===== src/rtl/trace_cfg_pkg.sv =====
package trace_cfg_pkg;
  localparam int unsigned ADDR_W = 10;
  localparam int unsigned DATA_W = 32;

  localparam logic [ADDR_W-1:0] A_PSIZE_SUP = 10'h000;
  localparam logic [ADDR_W-1:0] A_PSIZE_CUR = 10'h001;
  localparam logic [ADDR_W-1:0] A_PRESC     = 10'h004;
  localparam logic [ADDR_W-1:0] A_PROTO     = 10'h03C;
  localparam logic [ADDR_W-1:0] A_FMT_STAT  = 10'h0C0;
  localparam logic [ADDR_W-1:0] A_FMT_CTRL  = 10'h0C1;
  localparam logic [ADDR_W-1:0] A_SYNC_CNT  = 10'h0C2;
  localparam logic [ADDR_W-1:0] A_CLAIM_SET = 10'h3E8;
  localparam logic [ADDR_W-1:0] A_CLAIM_CLR = 10'h3E9;
  localparam logic [ADDR_W-1:0] A_DEV_ID    = 10'h3F2;

  localparam logic [DATA_W-1:0] PSIZE_SUP_VAL = 32'h0000_000B;
  localparam logic [DATA_W-1:0] FMT_STAT_VAL  = 32'h0000_0008;
  localparam logic [DATA_W-1:0] FMT_FORCED    = 32'h0000_0102;

  typedef enum logic [1:0] {
    PROTO_PARALLEL   = 2'd0,
    PROTO_MANCHESTER = 2'd1,
    PROTO_NRZ        = 2'd2,
    PROTO_RSVD       = 2'd3
  } proto_e;
endpackage


===== src/rtl/trace_cfg_ctrl.sv =====
module trace_cfg_ctrl
  import trace_cfg_pkg::*;
#(
  parameter int unsigned PSIZE_W = 4,
  parameter int unsigned PRESC_W = 13
) (
  input  logic               clk_i,
  input  logic               rst_ni,
  input  logic               wr_psize_i,
  input  logic               wr_presc_i,
  input  logic               wr_proto_i,
  input  logic               wr_fmt_i,
  input  logic [DATA_W-1:0]  wdata_i,
  output logic [PSIZE_W-1:0] psize_o,
  output logic [PRESC_W-1:0] presc_o,
  output proto_e             proto_o,
  output logic               fmt_trig_o,
  output logic               fmt_cont_o
);
  always_ff @(posedge clk_i or negedge rst_ni) begin
    if (!rst_ni) begin
      psize_o    <= PSIZE_W'(1);
      presc_o    <= '0;
      proto_o    <= PROTO_MANCHESTER;
      fmt_trig_o <= 1'b1;
      fmt_cont_o <= 1'b1;
    end else begin
      if (wr_psize_i) psize_o <= wdata_i[PSIZE_W-1:0];
      if (wr_presc_i) presc_o <= wdata_i[PRESC_W-1:0];
      if (wr_proto_i) proto_o <= proto_e'(wdata_i[1:0]);
      if (wr_fmt_i) begin
        fmt_trig_o <= wdata_i[8];
        fmt_cont_o <= wdata_i[1];
      end
    end
  end

  a_r3_presc_hold: assert property (@(posedge clk_i) disable iff (!rst_ni)
    !wr_presc_i |=> $stable(presc_o));
  a_r5_proto_load: assert property (@(posedge clk_i) disable iff (!rst_ni)
    wr_proto_i |=> proto_o == proto_e'($past(wdata_i[1:0])));
endmodule


===== src/rtl/trace_cfg_claim.sv =====
module trace_cfg_claim
  import trace_cfg_pkg::*;
#(
  parameter int unsigned CLAIM_W = 4
) (
  input  logic               clk_i,
  input  logic               rst_ni,
  input  logic               set_i,
  input  logic               clr_i,
  input  logic [DATA_W-1:0]  wdata_i,
  output logic [CLAIM_W-1:0] tag_o
);
  for (genvar i = 0; i < CLAIM_W; i++) begin : g_bit
    always_ff @(posedge clk_i or negedge rst_ni) begin
      if (!rst_ni)                      tag_o[i] <= 1'b0;
      else if (set_i && wdata_i[i])     tag_o[i] <= 1'b1;
      else if (clr_i && wdata_i[i])     tag_o[i] <= 1'b0;
    end
  end

  a_r8_claim_set: assert property (@(posedge clk_i) disable iff (!rst_ni)
    set_i |=> tag_o == ($past(tag_o) | $past(wdata_i[CLAIM_W-1:0])));
  a_r9_claim_clr: assert property (@(posedge clk_i) disable iff (!rst_ni)
    clr_i |=> tag_o == ($past(tag_o) & ~$past(wdata_i[CLAIM_W-1:0])));
  a_r10_claim_idle: assert property (@(posedge clk_i) disable iff (!rst_ni)
    !(set_i || clr_i) |=> $stable(tag_o));
endmodule


===== src/rtl/trace_cfg_regs.sv =====
module trace_cfg_regs
  import trace_cfg_pkg::*;
#(
  parameter bit          HAS_ITRACE = 1'b0,
  parameter int unsigned PSIZE_W    = 4,
  parameter int unsigned PRESC_W    = 13,
  parameter int unsigned CLAIM_W    = 4
) (
  input  logic               clk_i,
  input  logic               rst_ni,
  input  logic [ADDR_W-1:0]  addr_i,
  input  logic               we_i,
  input  logic [DATA_W-1:0]  wdata_i,
  output logic [DATA_W-1:0]  rdata_o,
  output logic [PSIZE_W-1:0] port_size_o,
  output logic [PRESC_W-1:0] prescaler_o,
  output logic [1:0]         protocol_o,
  output logic               fmt_cont_o,
  output logic               trig_ins_o
);
  localparam logic [DATA_W-1:0] DEV_ID_VAL  = HAS_ITRACE ? 32'h0000_0CA1 : 32'h0000_0CA0;
  localparam logic [DATA_W-1:0] CLAIM_MASK  = DATA_W'((1 << CLAIM_W) - 1);

  logic [PSIZE_W-1:0] psize;
  logic [PRESC_W-1:0] presc;
  proto_e             proto;
  logic               st_trig, st_cont;
  logic [CLAIM_W-1:0] claim;
  logic               parallel;
  logic [DATA_W-1:0]  fmt_rd;

  trace_cfg_ctrl #(.PSIZE_W(PSIZE_W), .PRESC_W(PRESC_W)) u_ctrl (
    .clk_i      (clk_i),
    .rst_ni     (rst_ni),
    .wr_psize_i (we_i && addr_i == A_PSIZE_CUR),
    .wr_presc_i (we_i && addr_i == A_PRESC),
    .wr_proto_i (we_i && addr_i == A_PROTO),
    .wr_fmt_i   (we_i && addr_i == A_FMT_CTRL),
    .wdata_i    (wdata_i),
    .psize_o    (psize),
    .presc_o    (presc),
    .proto_o    (proto),
    .fmt_trig_o (st_trig),
    .fmt_cont_o (st_cont)
  );

  trace_cfg_claim #(.CLAIM_W(CLAIM_W)) u_claim (
    .clk_i   (clk_i),
    .rst_ni  (rst_ni),
    .set_i   (we_i && addr_i == A_CLAIM_SET),
    .clr_i   (we_i && addr_i == A_CLAIM_CLR),
    .wdata_i (wdata_i),
    .tag_o   (claim)
  );

  // parallel port forces the formatter on and masks the stored control
  assign parallel = (proto == PROTO_PARALLEL);
  assign fmt_rd   = parallel ? FMT_FORCED
                             : (DATA_W'(st_trig) << 8) | (DATA_W'(st_cont) << 1);

  always_comb begin
    unique case (addr_i)
      A_PSIZE_SUP: rdata_o = PSIZE_SUP_VAL;
      A_PSIZE_CUR: rdata_o = DATA_W'(psize);
      A_PRESC:     rdata_o = DATA_W'(presc);
      A_PROTO:     rdata_o = DATA_W'(proto);
      A_FMT_STAT:  rdata_o = FMT_STAT_VAL;
      A_FMT_CTRL:  rdata_o = fmt_rd;
      A_SYNC_CNT:  rdata_o = '0;
      A_CLAIM_SET: rdata_o = CLAIM_MASK;
      A_CLAIM_CLR: rdata_o = DATA_W'(claim);
      A_DEV_ID:    rdata_o = DEV_ID_VAL;
      default:     rdata_o = '0;
    endcase
  end

  assign port_size_o = psize;
  assign prescaler_o = presc;
  assign protocol_o  = proto;
  assign fmt_cont_o  = parallel | st_cont;
  assign trig_ins_o  = parallel | st_trig;

  a_r7_fmt_forced: assert property (@(posedge clk_i) disable iff (!rst_ni)
    (protocol_o == 2'd0 && addr_i == A_FMT_CTRL) |-> rdata_o == 32'h102);
  a_r7_fmt_outputs: assert property (@(posedge clk_i) disable iff (!rst_ni)
    protocol_o == 2'd0 |-> (fmt_cont_o && trig_ins_o));
  a_r11_fmt_next: assert property (@(posedge clk_i) disable iff (!rst_ni)
    (we_i && addr_i == A_FMT_CTRL && protocol_o != 2'd0) |=>
      (protocol_o != 2'd0) |-> (trig_ins_o == $past(wdata_i[8]) && fmt_cont_o == $past(wdata_i[1])));
endmodule


===== config.mk =====
export PLATFORM = sky130hd
export DESIGN_NAME = trace_cfg_regs
export DESIGN_NICKNAME = d
export VERILOG_FILES = /design/src/rtl/trace_cfg_pkg.sv /design/src/rtl/trace_cfg_ctrl.sv /design/src/rtl/trace_cfg_claim.sv /design/src/rtl/trace_cfg_regs.sv
export SDC_FILE = /design/constraint.sdc
export NUM_CORES = 1
export LEC_CHECK = 0
export ABC_CLOCK_PERIOD_IN_PS = 2800
export BUFFER_PORTS_ARGS = -buffer_cell sky130_fd_sc_hd__clkbuf_2
export CORE_MARGIN = 2
export CORE_UTILIZATION = 39
export DETAILED_ROUTE_END_ITERATION = 7
export PLACE_DENSITY = 0.84
export SLEW_MARGIN = 20
export SYNTH_ARGS = -nofsm -noshare
export SYNTH_HDL_FRONTEND = slang
export SYNTH_HIERARCHICAL = 1
export SYNTH_SLANG_ARGS = --single-unit

===== constraint.sdc =====
create_clock -name clk_i -period 2.8 [get_ports clk_i]
set_input_delay 0 -clock clk_i [delete_from_list [all_inputs] [get_ports clk_i]]
set_output_delay 0 -clock clk_i [all_outputs]
set_load 0.05 [all_outputs]

==> results of run 1 <==
[final cells by class]
cell class | instances | share of cell area, %
Multi-Input combinational cell | 105 | 40.75
Clock buffer | 4 | 2.329
Inverter | 2 | 0.3881
Timing Repair Buffer | 70 | 20.83
Tap cell | 48 | 3.105
Sequential cell | 25 | 32.60
[logic make-up after synthesis]
kind of cell / Yosys count / synth area share, %
muxes: 21 / 18.02
AOI/OAI and AO/OA: 22 / 11.69
other: 1 / 0.2467
buffers and inverters: 23 / 11.11
DFF: 25 / 41.48
and+or+nand+nor: 43 / 17.45
[flip-flops by register name, summed over array words and instances (netlist names)]
signal and cells:
u_ctrl/fmt_trig_o 1, u_ctrl/proto_o 2, u_ctrl/psize_o 4, u_ctrl/fmt_cont_o 1
u_claim/tag_o 4, u_ctrl/presc_o 13
[worst paths after layout]
path                                                       to  slack (ns)  depth (start not counted)
worst max-delay path            u_ctrl/presc_o[1]$_DFFE_PN0P_        1.08                          6
worst min-delay path             u_claim/tag_o[2]$_DFFE_PN0P_        0.03                          2
worst max register to register  u_ctrl/proto_o[1]$_DFFE_PN0P_        1.99                          1
worst min register to register   u_claim/tag_o[2]$_DFFE_PN0P_        0.50                          1
max in group asynchronous       u_ctrl/presc_o[5]$_DFFE_PN0P_        2.10                          2
min in group asynchronous       u_ctrl/presc_o[6]$_DFFE_PN0P_        0.29                          2
[what timing repair did]
| action | in CTS | in global routing |
|---|---|---|
| buffers inserted | 0 | 0 |
| endpoints found under the hold margin | 31 | 0 |
| hold buffers | 10 | 0 |
| resized for setup | 0 | 0 |
| endpoints found under the setup margin | 0 | 0 |
[critical path, delay by kind of cell]
kind	cells	cell delay (ns)
buffers and inverters	2	0.37
muxes	1	0.36
and+or+nand+nor	3	1.13
[cell usage in the layout (no fill, tap or decap), types with 2 or more instances in the layout]
master,Yosys,final
a21o_1,4,4
a22o_1,7,7
a22oi_1,3,3
and2_1,7,7
and3_1,4,4
clkbuf_2,0,59
clkbuf_8,0,3
conb_1,1,19
dfrtp_1,21,21
dfstp_2,4,4
dlygate4sd3_1,0,10
inv_1,2,2
mux2_2,11,11
mux2_4,10,10
nand2_1,7,7
nand2b_1,2,2
nand3_1,3,3
nand3b_1,2,2
nor2_1,5,5
nor3_1,2,2
nor4_1,3,3
o21bai_1,2,2
[metal layers]
metal  vias to the layer above  global-route usage, %  part of all wire (%)
met5                         -                      0                     0
met4                         0                  4.847                  0.42
met3                         2                  2.044                   7.8
met2                        60                  25.37                    50
met1                       628                  24.17                    42
li1                        598                      -                     -
[per-stage QoR]
stage               utilization [%]  power [W]
floorplan                         -  0.0004925
global placement              48.15  0.0005142
detailed placement            48.15  0.0005158
CTS                           52.05  0.0007357
global route                  52.05  0.0007583
finish                        52.05  0.0007240
[power breakdown]
group | internal (W) | total, W | switching (W)
Clock | 0.000101 | 0.000204 | 0.000102
Sequential | 0.000367 | 0.000371 | 0.00000419
Combinational | 0.0000371 | 0.000149 | 0.000112
Total | 0.000505 | 0.000724 | 0.000219
==> flow_summary.toml, run 1 <==
[clocking]
htreeDepth = 1
cts-root-buf = "clkbuf_8"
path_clk_slew_ns = 0.08
cts_made_buffers = 3
clockBufferDepth = 2
cts_tree = "done"
cts.sinks = 25
worst_skew_pair.late_latency_ns = 0.26

[sta]
slew_headroom_pct = 47.88
finalHoldViolCount = 0
timing.fmax_mhz = 582.1
worst_pin_slew_ns = 0.7746
tns_ns = 0
skew_ns = 0
fin_crit_ns = 1.718
fin_crit_sh_pct = 61.36
layout_setup_ws_ns = 1.082
slew_viol_final = 0
setup_violations = 0
rsz0062_at_grt = "false"
holdWs_ns = 0.02637

[floorplan]
die_h_um = 66.44
boundaryPins = 98
std_cell_rows = 22
start_util_pct = 40.91
dieArea_um2 = 4414
coreArea_um2 = 3716
chipWidth_um = 66.44

[layout]
register_area_um2 = 630.6
fillers = 342
diodes = 0
fin_area_um2 = 1934
fin_nets = 252
multi_input_area_um2 = 788.3
drive_gt1_share_pct = 45.63
finalNonFillerCells = 254
syn2layout_area_growth_pct = 27.24

[placed_design]
port_buffers = 59
place_inst = 240
gp_congestion = 0.8954
dpl_worst_slack_ns = 0.8070
place_area_um2 = 1789
dp_hpwl_um = 2693

[power_and_ir_drop]
max-vdd-ir-drop_v = 0.0001742
p_leak_nw = 1.047
p_per_area_nw_per_um2 = 374.3

[global_routing]
track_usage_pct = 16.50
globalRouteOverflowTotal = 0
grt_first_pass_wirelength_um = 5589
grt_antenna_before_repair = 0
grt_pass1_vias = 1195
grt_max_degree = 26

[route]
drc_errors = 0
vias = 1288
dr.pass1.iters = 4
routed_wl_um = 3573
antenna_left = 0
drt_first_iter_violations = 93
drt-vias-per-instance = 5.071
wl_per_cell_um = 14.07

[outcome]
outcome = "finished clean"

[synthesis]
netlist_area_um2 = 1520
synth_area_leaders = "dfrtp_1 35%, buf_4 9.9%, mux2_4 9.9%"
yosysMostFrequentCell = "dfrtp_1"
synth-main-ff-cell = "dfrtp_1"
ys_warn_count = 6
yosysTopAreaCellShare_pct = 34.57
seq_area_frac_synth_pct = 41.48
synthCells = 135
synth_commonest_cells = "21 x dfrtp_1, 20 x buf_4, 11 x mux2_2"
synth_edf_count = 0
async_reset_ff_share_pct = 100.0
syn_area_per_cell_um2 = 11.26
synth.distinct_cells = 35
synth_area_leader_cell = "dfrtp_1"
ys_seq_elements = 25

[worst_setup_path]
crit_path_start = "addr_i[6]"
r2r_start = "u_ctrl/proto_o[1]$_DFFE_PN0P_"
slowest_stage = "and4_2"
worstPathCellList = "clkbuf_2, nor4_1, and4_2, and2_1, buf_4, mux2_2"
startpoint_type = "input port"
crit_arrival_ns = 1.87
cpPeakStageDelay_ns = 0.47
crit_required_ns = 2.95
path_max_fanout = 12
crit_type = "input port to flop"
crit_path_end_kind = "flop"

[job]
maxCapViolations = 0

[worst_hold_path]
worstHoldStart = "wdata_i[2]"
min_path_type = "input port to flop"
Power figures use the tool's default switching activity.
==> run 2, diff against run 1 <==
Settings changed: ABC_CLOCK_PERIOD_IN_PS 2800 to 1390, CORE_UTILIZATION 39 to 38, PLACE_DENSITY 0.84 to 0.85.
Clock period 2.8 ns to 1.39 ns, I/O delays scaled along.
==> flow_summary.toml, run 2 (synthesis results as in run 1) <==
[global_routing]
grt_max_degree = 26
globalRouteOverflowTotal = 0
track_usage_pct = 19.96
grt_first_pass_wirelength_um = 6672
grt_pass1_vias = 1351
grt_antenna_before_repair = 0

[layout]
final_common_cell = "clkbuf_2"
final_core_util_pct = 62.70
register_area_um2 = 635.6
final_cell_mix = "49 x clkbuf_2, 27 x buf_4, 20 x dfrtp_1"
reg.largest.list = "u_ctrl/presc_o: 13 flops, u_claim/tag_o: 4 flops, u_ctrl/psize_o: 4 flops"
top_register = "u_ctrl/presc_o"
finalNonFillerCells = 282
fin_nets = 280
multi_input_area_um2 = 890.9
fillers = 284
drive_gt1_share_pct = 57.69
diodes = 0
syn2layout_area_growth_pct = 54.40
largest_reg_flops = 13

[worst_setup_path]
worstPathCellList = "o21bai_4, a22o_1, a211o_4, buf_8"
timing.critical_path.buf_inv = 1
path_max_fanout = 2
crit_family = "flip-flops"
crit_arrival_ns = 1.62
crit_type = "flop to output pin"
reg2reg_to = "u_ctrl/proto_o[0]$_DFFE_PN1P_"
crit_path_end_kind = "output pin"
crit_cells = 4
crit_required_ns = 1.39
cpPeakStageDelay_ns = 0.63
r2r_start = "u_ctrl/proto_o[0]$_DFFE_PN1P_"
reg2reg_depth = 3
ff2ff_setup_slack_ns = 0.30
critPathCapture = "rdata_o[1]"
startpoint_type = "flop"
slowest_stage = "dfstp_4"
crit_path_start = "u_ctrl/proto_o[0]$_DFFE_PN1P_"

[worst_hold_path]
min_path_type = "input port to flop"
worstHoldStart = "wdata_i[1]"

[outcome]
outcome = "complete, but fails checks"
violations = "negative setup slack"

[placed_design]
port_buffers = 59
place_inst = 261
dpl_worst_slack_ns = -0.2353
gp_congestion = 0.7722
dp_hpwl_um = 3044

[sta]
worst_pin_slew_ns = 0.6301
slew_headroom_pct = 58.00
slew_viol_final = 0
fin_crit_ns = 1.618
fin_crit_sh_pct = 116.4
timing.fmax_mhz = 618.1
finalHoldViolCount = 0
layout_setup_ws_ns = -0.2278
skew_ns = 0
holdWs_ns = 0.05015
rsz0062_at_grt = "true"
setup_violations = 5

[floorplan]
dieArea_um2 = 4523
boundaryPins = 98
std_cell_rows = 22
die_h_um = 67.25
coreArea_um2 = 3744
start_util_pct = 40.61
chipWidth_um = 67.25

[clocking]
path_clk_slew_ns = 0.10
worst_skew_pair.late_latency_ns = 0.26
cts.sinks = 25
cts_made_buffers = 3
cts_tree = "done"
htreeDepth = 1
cts-root-buf = "clkbuf_8"
clockBufferDepth = 2

[power_and_ir_drop]
p_per_area_nw_per_um2 = 664.0
p_leak_nw = 1.227
max-vdd-ir-drop_v = 0.0004386

[route]
drc_errors = 0
vias = 1362
drt-vias-per-instance = 4.830
drt_first_iter_violations = 45
dr.pass1.iters = 4
antenna_left = 0
wl_per_cell_um = 15.17
routed_wl_um = 4278

[job]
maxCapViolations = 0
run 2: changes by cell type in the layout (fill, tap and decap cells not counted), sizes merged:
cell         previous run  this run
buf                     1        34
clkbuf                 63        55
dlygate4sd3            10        12
inv                     2         3
run 2: final cells by class:
| class | instances | area share [%] |
|---|---|---|
| Sequential cell | 25 | 27.08 |
| Clock inverter | 1 | 0.3731 |
| Clock buffer | 3 | 1.759 |
| Inverter | 2 | 0.3198 |
| Multi-Input combinational cell | 105 | 37.95 |
| Tap cell | 48 | 2.559 |
| Timing Repair Buffer | 98 | 29.96 |
run 2: where the power goes:
part	total (W)	internal, W	leakage [nW]	switching (W)
sequential	0.000749	0.000740	0.333	0.00000937
clock	0.000453	0.000210	0.0261	0.000242
combinational	0.000357	0.000113	0.868	0.000244
total	0.00156	0.00106	1.23	0.000496
run 2: worst reg2reg max path, stage by stage, from the launching register on:
cell,delay [ns]
dfstp_4,0.48
buf_4,0.15
buf_4,0.14
mux2_2,0.26
run 2: worst min path at each step:
stage	endpoint	slack, ns	cells after the start
3_5_place_dp	u_ctrl/presc_o[9]$_DFFE_PN0P_	0.05	1
5_1_grt	u_ctrl/psize_o[0]$_DFFE_PN1P_	0.03	2
3_3_place_gp	u_ctrl/presc_o[9]$_DFFE_PN0P_	0.04	1
6_report	u_ctrl/psize_o[1]$_DFFE_PN0P_	0.05	2
2_1_floorplan	u_claim/tag_o[0]$_DFFE_PN0P_	-0.30	0
4_1_cts	u_ctrl/psize_o[0]$_DFFE_PN1P_	0.03	2
run 2: routing by layer:
metal,vias to the layer above,global-route usage (%),wire length (um)
li1,655,-,-
met1,653,23.54,1742
met2,44,35.15,2245
met3,10,4.333,209
met4,0,7.908,80
met5,-,0,0
run 2: stage by stage:
step	TNS (ns)	power, W	area, um^2
after floorplan	-0.5419	0.0009982	1670
after global placement	-2.943	0.001072	2067
after detailed placement	-3.288	0.001077	2067
after CTS	-0.7297	0.001561	2312
after global routing	-0.8042	0.001628	2347
final	-0.5371	0.001558	2347
run 2: repair_timing:
action / in CTS / in global routing
resized for setup: 11 / 10
buffers inserted: 4 / 2
endpoints found under the hold margin: 35 / 0
hold buffers: 12 / 0
endpoints found under the setup margin: 9 / 12
pin swaps: 6 / 8
==> run 3, diff against run 2 <==
Settings changed: CORE_ASPECT_RATIO set to 1.4, REMOVE_ABC_BUFFERS set to 1.
==> flow_summary.toml, run 3 (synthesis results as in run 1) <==
[route]
drc_errors = 0
routed_wl_um = 4146
wl_per_cell_um = 14.91
drt_first_iter_violations = 37
drt-vias-per-instance = 5.004
vias = 1391
antenna_left = 0
dr.pass1.iters = 4

[worst_setup_path]
path_max_fanout = 2
timing.critical_path.buf_inv = 1
worstPathCellList = "o21bai_4, a22o_1, a211o_2, clkbuf_16"
cpPeakStageDelay_ns = 0.56
crit_family = "compound AO/OA/AOI/OAI gates"
crit_path_end_kind = "output pin"
slowest_stage = "dfstp_2"
startpoint_type = "flop"
crit_required_ns = 1.39
crit_arrival_ns = 1.56
crit_type = "flop to output pin"

[layout]
reg.largest.list = "u_ctrl/presc_o: 13 flops, u_claim/tag_o: 4 flops, u_ctrl/psize_o: 4 flops"
largest_reg_flops = 13
drive_gt1_share_pct = 57.87
finalNonFillerCells = 278
diodes = 0
syn2layout_area_growth_pct = 56.46
fillers = 337
final_core_util_pct = 61.22
top_register = "u_ctrl/presc_o"
fin_area_um2 = 2379
final_cell_mix = "47 x clkbuf_2, 27 x buf_4, 20 x dfrtp_1"
fin_nets = 281
final_common_cell = "clkbuf_2"

[sta]
rsz0062_at_grt = "true"
slew_headroom_pct = 60.78
fin_crit_ns = 1.565
skew_ns = 0
fin_crit_sh_pct = 112.6
slew_viol_final = 0
worst_pin_slew_ns = 0.5883
setup_violations = 4
timing.fmax_mhz = 639.1
finalHoldViolCount = 0
layout_setup_ws_ns = -0.1747

[placed_design]
place_inst = 258
place_area_um2 = 2013
gp_congestion = 0.8192
port_buffers = 59
dp_hpwl_um = 3018

[global_routing]
track_usage_pct = 18.82
grt_pass1_vias = 1502
grt_max_degree = 26
grt_first_pass_wirelength_um = 6637
globalRouteOverflowTotal = 0
grt_antenna_before_repair = 0

[floorplan]
die_h_um = 78.84
std_cell_rows = 27
chipWidth_um = 57.46
coreArea_um2 = 3885
start_util_pct = 39.13
dieArea_um2 = 4529
boundaryPins = 98

[job]
maxCapViolations = 0

[clocking]
htreeDepth = 1
clockBufferDepth = 2
cts.sinks = 25
cts_tree = "done"
worst_skew_pair.late_latency_ns = 0.26
path_clk_slew_ns = 0.08
cts-root-buf = "clkbuf_8"
cts_made_buffers = 3

[outcome]
outcome = "complete, but fails checks"
violations = "negative setup slack"

[power_and_ir_drop]
p_total_w = 0.001514
max-vdd-ir-drop_v = 0.0006194
p_leak_nw = 1.253
p_per_area_nw_per_um2 = 636.6

[worst_hold_path]
min_path_type = "input port to flop"
## run 3: cell count changes in the layout (fill, tap and decap cells not counted), sizes merged
cell,previous run,this run
buf,34,39
clkbuf,55,54
dlygate4sd3,12,10
inv,3,2
## run 3: layout make-up
cell class	instances	area, um^2	share of cell area, %
sequential	25	631.9	26.56
multi-input combinational	105	867.1	36.45
timing repair buffer	99	773.2	32.51
inverter	2	7.507	0.3156
tap	43	53.80	2.262
clock buffer	4	45.04	1.894
## run 3: stage by stage
stage | hold slack, ns | TNS (ns) | setup slack, ns
5_1_grt | 0.01236 | -0.5450 | -0.2208
4_1_cts | 0.01893 | -0.3479 | -0.1685
3_5_place_dp | 0.03158 | -4.621 | -0.2685
3_3_place_gp | 0.02987 | -3.493 | -0.2423
6_report | 0.02587 | -0.3368 | -0.1747
2_1_floorplan | -0.2956 | -6.364 | -0.6565
## run 3: path summary, 6_finish.rpt
check                      slack (ns)  cells after the start                             to                          start
hold / removal                   0.03                      2   u_claim/tag_o[3]$_DFFE_PN0P_                     wdata_i[3]
max in group asynchronous        0.70                      2  u_ctrl/proto_o[1]$_DFFE_PN0P_                         rst_ni
setup / recovery                -0.17                      4                     rdata_o[1]  u_ctrl/proto_o[0]$_DFFE_PN1P_
min in group asynchronous        0.27                      2  u_ctrl/presc_o[9]$_DFFE_PN0P_                         rst_ni
hold reg to reg                  0.51                      1   u_claim/tag_o[3]$_DFFE_PN0P_   u_claim/tag_o[3]$_DFFE_PN0P_
setup reg to reg                 0.50                      2  u_ctrl/presc_o[3]$_DFFE_PN0P_  u_ctrl/presc_o[3]$_DFFE_PN0P_
## run 3: repair_timing
action,4_1_cts,5_1_grt
endpoints found under the setup margin,10,13
resized for setup,24,17
endpoints found under the hold margin,30,0
hold buffers,10,0
buffers inserted,4,2
pin swaps,6,4
## run 3: routing by layer
metal | vias up | global-route usage, % | wire [um]
li1 | 652 | - | -
met1 | 671 | 19.71 | 1560
met2 | 58 | 35.68 | 2282
met3 | 10 | 2.932 | 222
met4 | 0 | 8.372 | 81
met5 | - | 0 | 0
## run 3: power by group
part	total, W	leakage (nW)	internal, W	switching (W)
Combinational	0.000355	0.898	0.000114	0.000241
Sequential	0.000748	0.332	0.000739	0.00000900
Clock	0.000410	0.0228	0.000204	0.000206
Total	0.00151	1.25	0.00106	0.000456
